### src/rtl/ilkPkg.sv
package ilkPkg;
  parameter int NUM_REGS  = 8;
  parameter int NUM_UNITS = 4;
  localparam int REG_W  = $clog2(NUM_REGS);
  localparam int UNIT_W = $clog2(NUM_UNITS);

  // strobes from control to datapath
  typedef struct packed {
    logic                 accept;
    logic [NUM_UNITS-1:0] retire;
    logic [NUM_REGS-1:0]  clearMask;
  } ctrlStrobes_t;
endpackage

### src/rtl/ilkControl.sv
module ilkControl
  import ilkPkg::*;
(
  input  logic                       issueValid,
  input  logic [UNIT_W-1:0]          issueUnit,
  input  logic [REG_W-1:0]           issueDst,
  input  logic [REG_W-1:0]           issueSrcA,
  input  logic [REG_W-1:0]           issueSrcB,
  input  logic [NUM_UNITS-1:0]       doneValid,
  input  logic [NUM_REGS-1:0]        regBusy,
  input  logic [NUM_UNITS-1:0]       unitBusy,
  input  logic [NUM_UNITS*REG_W-1:0] ownerFlat,
  output ctrlStrobes_t               strobes,
  output logic                       stall
);
  logic [NUM_REGS-1:0]  effReg;
  logic [NUM_UNITS-1:0] effUnit;
  logic                 conflict;

  always_comb begin
    strobes.retire    = doneValid & unitBusy;
    strobes.clearMask = '0;
    for (int u = 0; u < NUM_UNITS; u++) begin
      if (strobes.retire[u])
        strobes.clearMask[ownerFlat[u*REG_W +: REG_W]] = 1'b1;
    end
    // release first, then test the offered instruction
    effReg   = regBusy & ~strobes.clearMask;
    effUnit  = unitBusy & ~strobes.retire;
    conflict = effReg[issueDst] | effReg[issueSrcA] | effReg[issueSrcB] |
               effUnit[issueUnit];
    stall          = issueValid & conflict;
    strobes.accept = issueValid & ~conflict;
  end
endmodule

### src/rtl/ilkDatapath.sv
module ilkDatapath
  import ilkPkg::*;
(
  input  logic                       clk,
  input  logic                       rstN,
  input  ctrlStrobes_t               strobes,
  input  logic [UNIT_W-1:0]          issueUnit,
  input  logic [REG_W-1:0]           issueDst,
  output logic [NUM_REGS-1:0]        regBusy,
  output logic [NUM_UNITS-1:0]       unitBusy,
  output logic [NUM_UNITS*REG_W-1:0] ownerFlat
);
  logic [NUM_REGS-1:0] setMask;

  assign setMask = strobes.accept ? (NUM_REGS'(1) << issueDst) : '0;

  always_ff @(posedge clk) begin
    if (!rstN) regBusy <= '0;
    else       regBusy <= (regBusy & ~strobes.clearMask) | setMask;
  end

  for (genvar u = 0; u < NUM_UNITS; u++) begin : g_unit
    logic take;
    assign take = strobes.accept && (issueUnit == UNIT_W'(u));

    always_ff @(posedge clk) begin
      if (!rstN)                  unitBusy[u] <= 1'b0;
      else if (take)              unitBusy[u] <= 1'b1;
      else if (strobes.retire[u]) unitBusy[u] <= 1'b0;
    end

    always_ff @(posedge clk) begin
      if (!rstN)     ownerFlat[u*REG_W +: REG_W] <= '0;
      else if (take) ownerFlat[u*REG_W +: REG_W] <= issueDst;
    end
  end
endmodule

### src/rtl/issueInterlock.sv
module issueInterlock
  import ilkPkg::*;
(
  input  logic                 clk,
  input  logic                 rstN,
  input  logic                 issueValid,
  input  logic [UNIT_W-1:0]    issueUnit,
  input  logic [REG_W-1:0]     issueDst,
  input  logic [REG_W-1:0]     issueSrcA,
  input  logic [REG_W-1:0]     issueSrcB,
  input  logic [NUM_UNITS-1:0] doneValid,
  output logic                 stall,
  output logic [NUM_REGS-1:0]  regBusy,
  output logic [NUM_UNITS-1:0] unitBusy
);
  ctrlStrobes_t               strobes;
  logic [NUM_UNITS*REG_W-1:0] ownerFlat;

  ilkControl u_ctrl (
    .issueValid(issueValid), .issueUnit(issueUnit), .issueDst(issueDst),
    .issueSrcA(issueSrcA), .issueSrcB(issueSrcB), .doneValid(doneValid),
    .regBusy(regBusy), .unitBusy(unitBusy), .ownerFlat(ownerFlat),
    .strobes(strobes), .stall(stall)
  );

  ilkDatapath u_dp (
    .clk(clk), .rstN(rstN), .strobes(strobes), .issueUnit(issueUnit),
    .issueDst(issueDst), .regBusy(regBusy), .unitBusy(unitBusy),
    .ownerFlat(ownerFlat)
  );
endmodule

### config.mk
export PLATFORM = sky130hd
export DESIGN_NAME = issueInterlock
export DESIGN_NICKNAME = d
export VERILOG_FILES = /design/src/rtl/ilkPkg.sv /design/src/rtl/ilkControl.sv /design/src/rtl/ilkDatapath.sv /design/src/rtl/issueInterlock.sv
export SDC_FILE = /design/constraint.sdc
export NUM_CORES = 1
export LEC_CHECK = 0
export ABC_AREA = 1
export BUFFER_PORTS_ARGS = -buffer_cell sky130_fd_sc_hd__clkbuf_2
export CAP_MARGIN = 20
export CORE_MARGIN = 2
export CORE_UTILIZATION = 52
export CTS_BUF_LIST = sky130_fd_sc_hd__clkbuf_2 sky130_fd_sc_hd__clkbuf_4 sky130_fd_sc_hd__clkbuf_8
export DETAILED_ROUTE_END_ITERATION = 10
export PLACE_DENSITY = 0.78
export SYNTH_ARGS = -nofsm -noshare
export SYNTH_HDL_FRONTEND = slang
export SYNTH_SLANG_ARGS = --single-unit
### constraint.sdc
create_clock -name clk -period 1.72 [get_ports clk]
set_input_delay 0.344 -clock clk [delete_from_list [all_inputs] [get_ports clk]]
set_output_delay 0.344 -clock clk [all_outputs]
set_load 0.03 [all_outputs]
# After elaboration in Yosys (flattened, before gate mapping)
# Index checks and enable logic that the tools add are counted.
[totals]
register_bits = 24
in_bits = 18
elab_cells = 82
[op_classes]
order_cmp = 12
eq_ne = 3
n_shift = 1
n_mux = 29
n_bitwise = 15
n_reduce_logical = 13
[op_table]
columns = ["cell", "count"]
rows = [
  ["two-way mux 8 bit", 5],
  ["OR 8 bit", 4],
  ["less-than comparator 3 x 4 -> 1 bit, second input constant", 7],
  ["two-way mux 1 bit", 16],
  ["demux 1 bit (select 3 bit)", 4],
  [">= comparator 3 x 1 -> 1 bit, second input constant", 4],
  ["binary-select mux 1 bit (select 3 bit)", 3],
  ["AND 4 bit", 2],
  ["AND 8 bit", 1],
  ["logical AND 1 bit", 8],
  ["NOT 8 bit", 1],
  ["nonzero test 2 bit", 4],
  ["left shift 1 x 3 -> 8 bit, first input constant", 1],
  ["== test 2 bit, second input constant", 2],
  ["NOT 4 bit", 1],
  ["less-than comparator 2 x 3 -> 1 bit, second input constant", 1],
  ["OR 1 bit", 3],
  ["AND 1 bit", 2],
  ["binary-select mux 1 bit (select 2 bit)", 1],
  ["== test 2 x 1 -> 1 bit, second input constant", 1],
  ["logical NOT 2 bit", 1],
  ["NOT 1 bit", 1],
]

# Logic depth before layout (Yosys ltp)
[depth]
word_depth = 22
depth_mapped = 17
depth_no_buf = 17

# Hierarchy
# Synthesis repeated with hierarchy kept, for this count alone.
[hier_totals]
cells_unflattened = 333
area_unflattened_um2 = 1849.3
[modules_own_cells]
columns = ["mod", "instances", "cells_per_inst", "area_per_inst_um2"]
rows = [
  ["ilkDatapath", 1, 150, 1013.5],
  ["ilkControl", 1, 183, 835.8],
]

# Least setup slack after synthesis
# OpenSTA, ideal clock, no wires.
[synth_timing]
path_kind = "reg2out"
start = "register u_dp.unitBusy[1]"
end = "output stall"
t_arrival_ps = 1807
t_required_ps = 1376
setup_slack_ps = -431
path_stages_with_launch = 12
n_path_buf = 0
cell_sequence = "dfxtp_1 > nand2_1 > inv_2 > nand3_1 > nand2_1 > inv_1 > nand2_1 > o21ai_0 > nor2_1 > nor2_1 > nor2_4 > a21oi_1"
[synth_via]
elab_chain_cells = 14
[synth_rtl]
columns = ["element", "line_no", "source"]
rows = [
  ["from (decl)", "ilkDatapath.sv:10", "output logic [NUM_UNITS-1:0] unitBusy,"],
  ["from (signal, indexed assignment)", "ilkDatapath.sv:27", "if (!rstN) unitBusy[u] <= 1'b0;"],
  ["from (signal, indexed assignment)", "ilkDatapath.sv:28", "else if (take) unitBusy[u] <= 1'b1;"],
  ["from (signal, indexed assignment)", "ilkDatapath.sv:29", "else if (strobes.retire[u]) unitBusy[u] <= 1'b0;"],
  ["AND 4 bit", "ilkControl.sv:21", "strobes.retire = doneValid & unitBusy;"],
  ["two-way mux 8 bit", "ilkControl.sv:24", "if (strobes.retire[u])"],
  ["OR 8 bit (no source line)", "n/a", ""],
  ["two-way mux 8 bit", "ilkControl.sv:24", ""],
  ["OR 8 bit (no source line)", "n/a", ""],
  ["two-way mux 8 bit", "ilkControl.sv:24", ""],
  ["NOT 8 bit", "ilkControl.sv:28", "effReg = regBusy & ~strobes.clearMask;"],
  ["AND 8 bit", "ilkControl.sv:28", ""],
  ["binary-select mux 1 bit (select 3 bit)", "ilkControl.sv:30", "conflict = effReg[issueDst] | effReg[issueSrcA] | effReg[issueSrcB] |"],
  ["two-way mux 1 bit (implied by the code)", "ilkControl.sv:30", ""],
  ["OR 1 bit (2 in a row)", "ilkControl.sv:30", ""],
  ["OR 1 bit (*)", "ilkControl.sv:30", ""],
  ["AND 1 bit (*)", "ilkControl.sv:32", "stall = issueValid & conflict;"],
  ["to (decl)", "issueInterlock.sv:12", "output logic stall,"],
]
# Mark *: on every way between the ends. The rest lies on a longest branch, timed or not. The select of a mux whose other input is x is not followed.

# Worst setup path after layout
[layout_timing]
start = "register u_dp.ownerFlat[7]"
end = "output stall"
[layout_via]
elab_chain_cells = 16
[layout_rtl]
columns = ["element", "line_no", "source"]
rows = [
  ["from (decl)", "ilkDatapath.sv:11", "output logic [NUM_UNITS*REG_W-1:0] ownerFlat"],
  ["from (signal, indexed assignment)", "ilkDatapath.sv:34", "else if (take) ownerFlat[u*REG_W +: REG_W] <= issueDst;"],
  ["less-than comparator 3 x 4 -> 1 bit (implied by the code) or >= comparator 3 x 1 -> 1 bit (tied branches)", "ilkControl.sv:25", "strobes.clearMask[ownerFlat[u*REG_W +: REG_W]] = 1'b1;"],
  ["logical AND 1 bit (implied by the code)", "ilkControl.sv:25", ""],
  ["two-way mux 1 bit (implied by the code)", "ilkControl.sv:25", ""],
  ["demux 1 bit (select 3 bit) (*)", "n/a", ""],
  ["OR 8 bit (no source line) (*)", "n/a", ""],
  ["two-way mux 8 bit (*)", "ilkControl.sv:24", ""],
  ["OR 8 bit (no source line)", "n/a", ""],
  ["two-way mux 8 bit (*)", "ilkControl.sv:24", ""],
  ["NOT 8 bit (*)", "ilkControl.sv:28", ""],
  ["AND 8 bit (*)", "ilkControl.sv:28", ""],
  ["binary-select mux 1 bit (select 3 bit)", "ilkControl.sv:30", ""],
  ["two-way mux 1 bit (implied by the code)", "ilkControl.sv:30", ""],
  ["OR 1 bit", "ilkControl.sv:30", ""],
  ["OR 1 bit (*) (2 in a row)", "ilkControl.sv:30", ""],
  ["AND 1 bit (*)", "ilkControl.sv:32", ""],
]
# Marks and branches as above.

==> results_tabular.tex <==
\begin{tabular}{lr}
\hline
Metric & Value \\
\hline
\multicolumn{2}{l}{\textbf{Outcome}} \\
\quad Result of the run & complete, but fails checks \\
\quad Failing checks & setup timing \\
\multicolumn{2}{l}{\textbf{Min path}} \\
\quad Start point of the worst hold path & doneValid[1] \\
\quad WHS Endpoint & u\_dp.unitBusy[1] \\
\quad Type of the tightest min-delay check & input pin to flop \\
\quad Number of cells on the worst hold path & 4 \\
\multicolumn{2}{l}{\textbf{Detailed routing}} \\
\quad Wire length per cell & 14.27 microns \\
\quad Via count & around 2400 \\
\quad Length of the first detailed-routing pass in iterations & 7 \\
\quad Drt drc & 0 \\
\quad DRT antenna net count & 0 \\
\quad Routed Wire Length & approximately 6400 microns \\
\quad Initial drt markers & 245 \\
\quad Via density per instance & between 5 and 6 \\
\multicolumn{2}{l}{\textbf{Global route}} \\
\quad Most used routing layer in global routing & met2 \\
\quad Met1 layer usage reported by global route & 0.3726 \\
\quad Vias in the first global route & 2005 \\
\quad Global route total overflow & 0 \\
\quad Met2 usage in global routing & 0.5549 \\
\quad Global-route wire length before repair & 8652 microns \\
\quad Met3 global-route usage & 0.04348 \\
\quad Maximum number of pins on one net before global-route repair & 15 \\
\quad All-Layer GR Usage & 0.3082 \\
\quad Number of antenna violations at the first check in global routing & 0 \\
\multicolumn{2}{l}{\textbf{Die}} \\
\quad Chip width & roughly 62 microns \\
\quad Number of core rows & 20 \\
\quad Placeable core region & 3103 sq um \\
\quad Overall die area & around 3800 sq um \\
\quad Die height & between 60 and 70 microns \\
\quad Initial standard-cell utilization of the core & 0.5593 \\
\quad Number of primary I/O pins & 31 \\
\multicolumn{2}{l}{\textbf{Finish}} \\
\quad Ratio of cells with drive above 1 in the final layout & 0.4339 \\
\quad Post-layout net count & 420 \\
\quad Finished Cell Area & between 2000 and 3000 sq um \\
\quad Count of filler cells inserted in the layout & 190 \\
\quad Area overhead of the layout relative to synthesis & 54.58\% \\
\quad Layout Cells excl Fill & 445 \\
\quad Antenna fix cells & 0 \\
\quad Fin util & 0.8645 \\
\multicolumn{2}{l}{\textbf{Clock network}} \\
\quad Clk sinks & 24 \\
\quad Clock Root Buffer & sky130\_fd\_sc\_hd\_\_clkbuf\_4 \\
\quad Worst skew pair latency & roughly 0.33 ns \\
\quad Number of buffers created by CTS & 3 \\
\quad TritonCTS clock tree & done \\
\quad Clock transition at the registers of the reported paths & about 0.15 ns \\
\quad Hold\_buf cts & 0 \\
\quad H-tree Lvls & 1 \\
\quad CTS Buffer Depth & 2 \\
\multicolumn{2}{l}{\textbf{Place}} \\
\quad Quantity of I/O buffers inserted on ports & 30 \\
\quad Weighted congestion reported at the end of routability-driven placement & between 1 and 1.5 \\
\quad Placed cell areas & around 2300 sq um \\
\quad Half-perimeter wire length after detailed placement & 4144 microns \\
\quad Post-placement cell count & around 430 \\
\multicolumn{2}{l}{\textbf{Synthesis}} \\
\quad Synthesized area & 1735 sq um \\
\quad Total number of yosys warnings & 0 \\
\quad Post-synthesis instance total & $\sim$320 \\
\quad Synth cell types & 17 \\
\quad Total nets after synthesis & $\sim$340 \\
\quad Synthesized area per cell & 5.406 sq um \\
\quad Portion of the post-synthesis area used by sequential elements & 0.2769 \\
\quad Register bit count reported by yosys & 24 \\
\multicolumn{2}{l}{\textbf{Timing}} \\
\quad Final number of setup-violating endpoints & 25 \\
\quad Worst setup skew after layout & between 0.001 and 0.0015 ns \\
\quad Final period utilization & 1.390 \\
\quad Minimum setup slack in the final design & -0.6714 ns \\
\quad Slew @ Worst Pin & $\sim$0.59 ns \\
\quad RSZ-0062 raised after global routing & yes \\
\quad Tightest slew margin relative to the limit & 0.6059 \\
\quad Highest attainable clock frequency & 0.4182 GHz \\
\quad Hold Vio Cnt, Final & 0 \\
\quad Total Neg Setup Slack & -12.54 ns \\
\quad Minimum clock period & around 2.4 ns \\
\quad Final Slew Violations & 0 \\
\multicolumn{2}{l}{\textbf{Setup path}} \\
\quad R2R Path Start & u\_dp.ownerFlat[8] \\
\quad Endpoint arrival time on the critical path & 2.05 ns \\
\quad Crit path required time & between 1 and 1.5 ns \\
\quad Highest-delay cell along the critical path & sky130\_fd\_sc\_hd\_\_dfxtp\_2 \\
\quad Critical Path Start Type & flop \\
\quad Critical-path maximum fanout & 4 \\
\quad Cells traversed along the worst timing path & inv\_1 > nand2\_1 > nor2\_1 > nor2\_2 > nand2\_2 > o21ai\_2 > nor2\_1 > nor2\_2 > nor2\_4 > a21oi\_4 > buf\_8 \\
\quad Endpoint of the worst register-to-register path & u\_dp.regBusy[7] \\
\quad Critical Path End Type & output pin \\
\quad Critical path's top delay family & simple AND/OR/NAND/NOR gates \\
\quad Depth of the most critical reg-to-reg path & 17 \\
\quad Internal reg-to-reg setup slack & -0.65 ns \\
\quad Stage delay of the slowest cell on the critical path & 0.40 ns \\
\quad Crit Path Class & flop to output pin \\
\quad Buffers and inverters on the worst path & 2 \\
\multicolumn{2}{l}{\textbf{Job}} \\
\quad MaxCap Viol Count & 0 \\
\multicolumn{2}{l}{\textbf{Pwr}} \\
\quad Maximum vdd ir drop & approximately 0.37 mV \\
\quad Power after layout & 1.480 mW \\
\quad Leakage Power & between 1 and 1.5 nW \\
\quad Power density over the cells & $\sim$550 nW/um\^{}2 \\
\hline
\end{tabular}
==> report_power, final <==
group | total [mW] | switching, mW | internal [mW]
logic | 0.443 | 0.262 | 0.181
clock network | 0.433 | 0.197 | 0.236
registers | 0.604 | 0.0261 | 0.578
total | 1.48 | 0.485 | 0.995
==> cells in the final DEF (no fill, tap or decap), types with 7 or more instances in the layout <==
cell type	instances
sky130_fd_sc_hd__buf_4	46
sky130_fd_sc_hd__inv_2	7
sky130_fd_sc_hd__nand2_2	22
sky130_fd_sc_hd__nor2_2	11
sky130_fd_sc_hd__a21oi_2	7
sky130_fd_sc_hd__nand3_1	23
sky130_fd_sc_hd__dfxtp_1	9
sky130_fd_sc_hd__clkbuf_2	29
sky130_fd_sc_hd__nor2_1	50
sky130_fd_sc_hd__inv_1	41
sky130_fd_sc_hd__dfxtp_2	9
sky130_fd_sc_hd__nor2_4	8
sky130_fd_sc_hd__nand2_1	92
==> kinds of logic after synthesis <==
kind of cell,after synthesis,synth area share
flops,24,0.2769
simple gates,224,0.5472
compound gates,20,0.06128
buf+inv,53,0.1146
==> cell usage after synthesis (all sizes together) <==
cell | instances | area [sq um]
a21oi | 13 | 65.06
nand3 | 27 | 135.1
nor2 | 69 | 286.5
inv | 49 | 183.9
o21ai | 5 | 25.02
o21bai | 1 | 7.510
nand4 | 4 | 50.05
dfxtp | 24 | 480.5
nor3 | 6 | 30.03
a311oi | 1 | 8.760
nand2 | 118 | 447.9
clkbuf | 4 | 15.01
==> state kept, by name (all words and copies together), names as in the netlist <==
name,count
u_dp.ownerFlat,12
u_dp.regBusy,8
u_dp.unitBusy,4
==> worst max path at each step <==
stage / start / to / slack (ns) / cells after the start
after floorplan: u_dp.unitBusy[3] / stall / -0.06 / 13
after global placement: doneValid[0] / u_dp.regBusy[3] / -0.45 / 17
after detailed placement: doneValid[0] / u_dp.ownerFlat[11] / -0.47 / 18
after CTS: u_dp.ownerFlat[0] / stall / -0.56 / 14
after global routing: u_dp.ownerFlat[8] / u_dp.regBusy[7] / -0.79 / 17
final: u_dp.ownerFlat[7] / stall / -0.67 / 11
==> through the flow <==
| step | setup slack (ns) | hold WS (ns) |
|---|---|---|
| 2_1_floorplan | -0.05540 | 0.4644 |
| 3_3_place_gp | -0.4526 | 0.5432 |
| 3_5_place_dp | -0.4678 | 0.5499 |
| 4_1_cts | -0.5553 | 0.3146 |
| 5_1_grt | -0.7925 | 0.3797 |
| 6_report | -0.6714 | 0.3513 |
==> area by class of cell <==
cell class	count	area, sq um	share of cell area
inverter	49	186.4	0.06950
tap	44	55.05	0.02052
clock buffer	3	22.52	0.008396
multi-input combinational	244	1315	0.4902
clock inverter	1	30.03	0.01119
timing repair buffer	80	559.3	0.2085
sequential	24	514.2	0.1917
==> per-layer routing <==
metal / part of all wire / wire (microns) / vias up
met4: 0.034 / 216 / 0
met1: 0.39 / 2473 / 1098
li1: - / - / 1146
met3: 0.083 / 529 / 32
met2: 0.49 / 3131 / 148
met5: 0 / 0 / -
==> worst reg2reg max path: cells and delay by family, from the launching register on <==
family / cells / cell delay [ns]
AOI/OAI and AO/OA: 1 / 0.18
buffers and inverters: 3 / 0.34
DFF: 1 / 0.36
and+or+nand+nor: 13 / 1.42
==> what timing repair did <==
item / in CTS / in global routing
pin swaps: 17 / 27
setup buffers: 4 / 3
endpoints found under the setup margin: 25 / 25
resized for setup: 31 / 52
No activity file was read; power rests on OpenSTA's default activity.
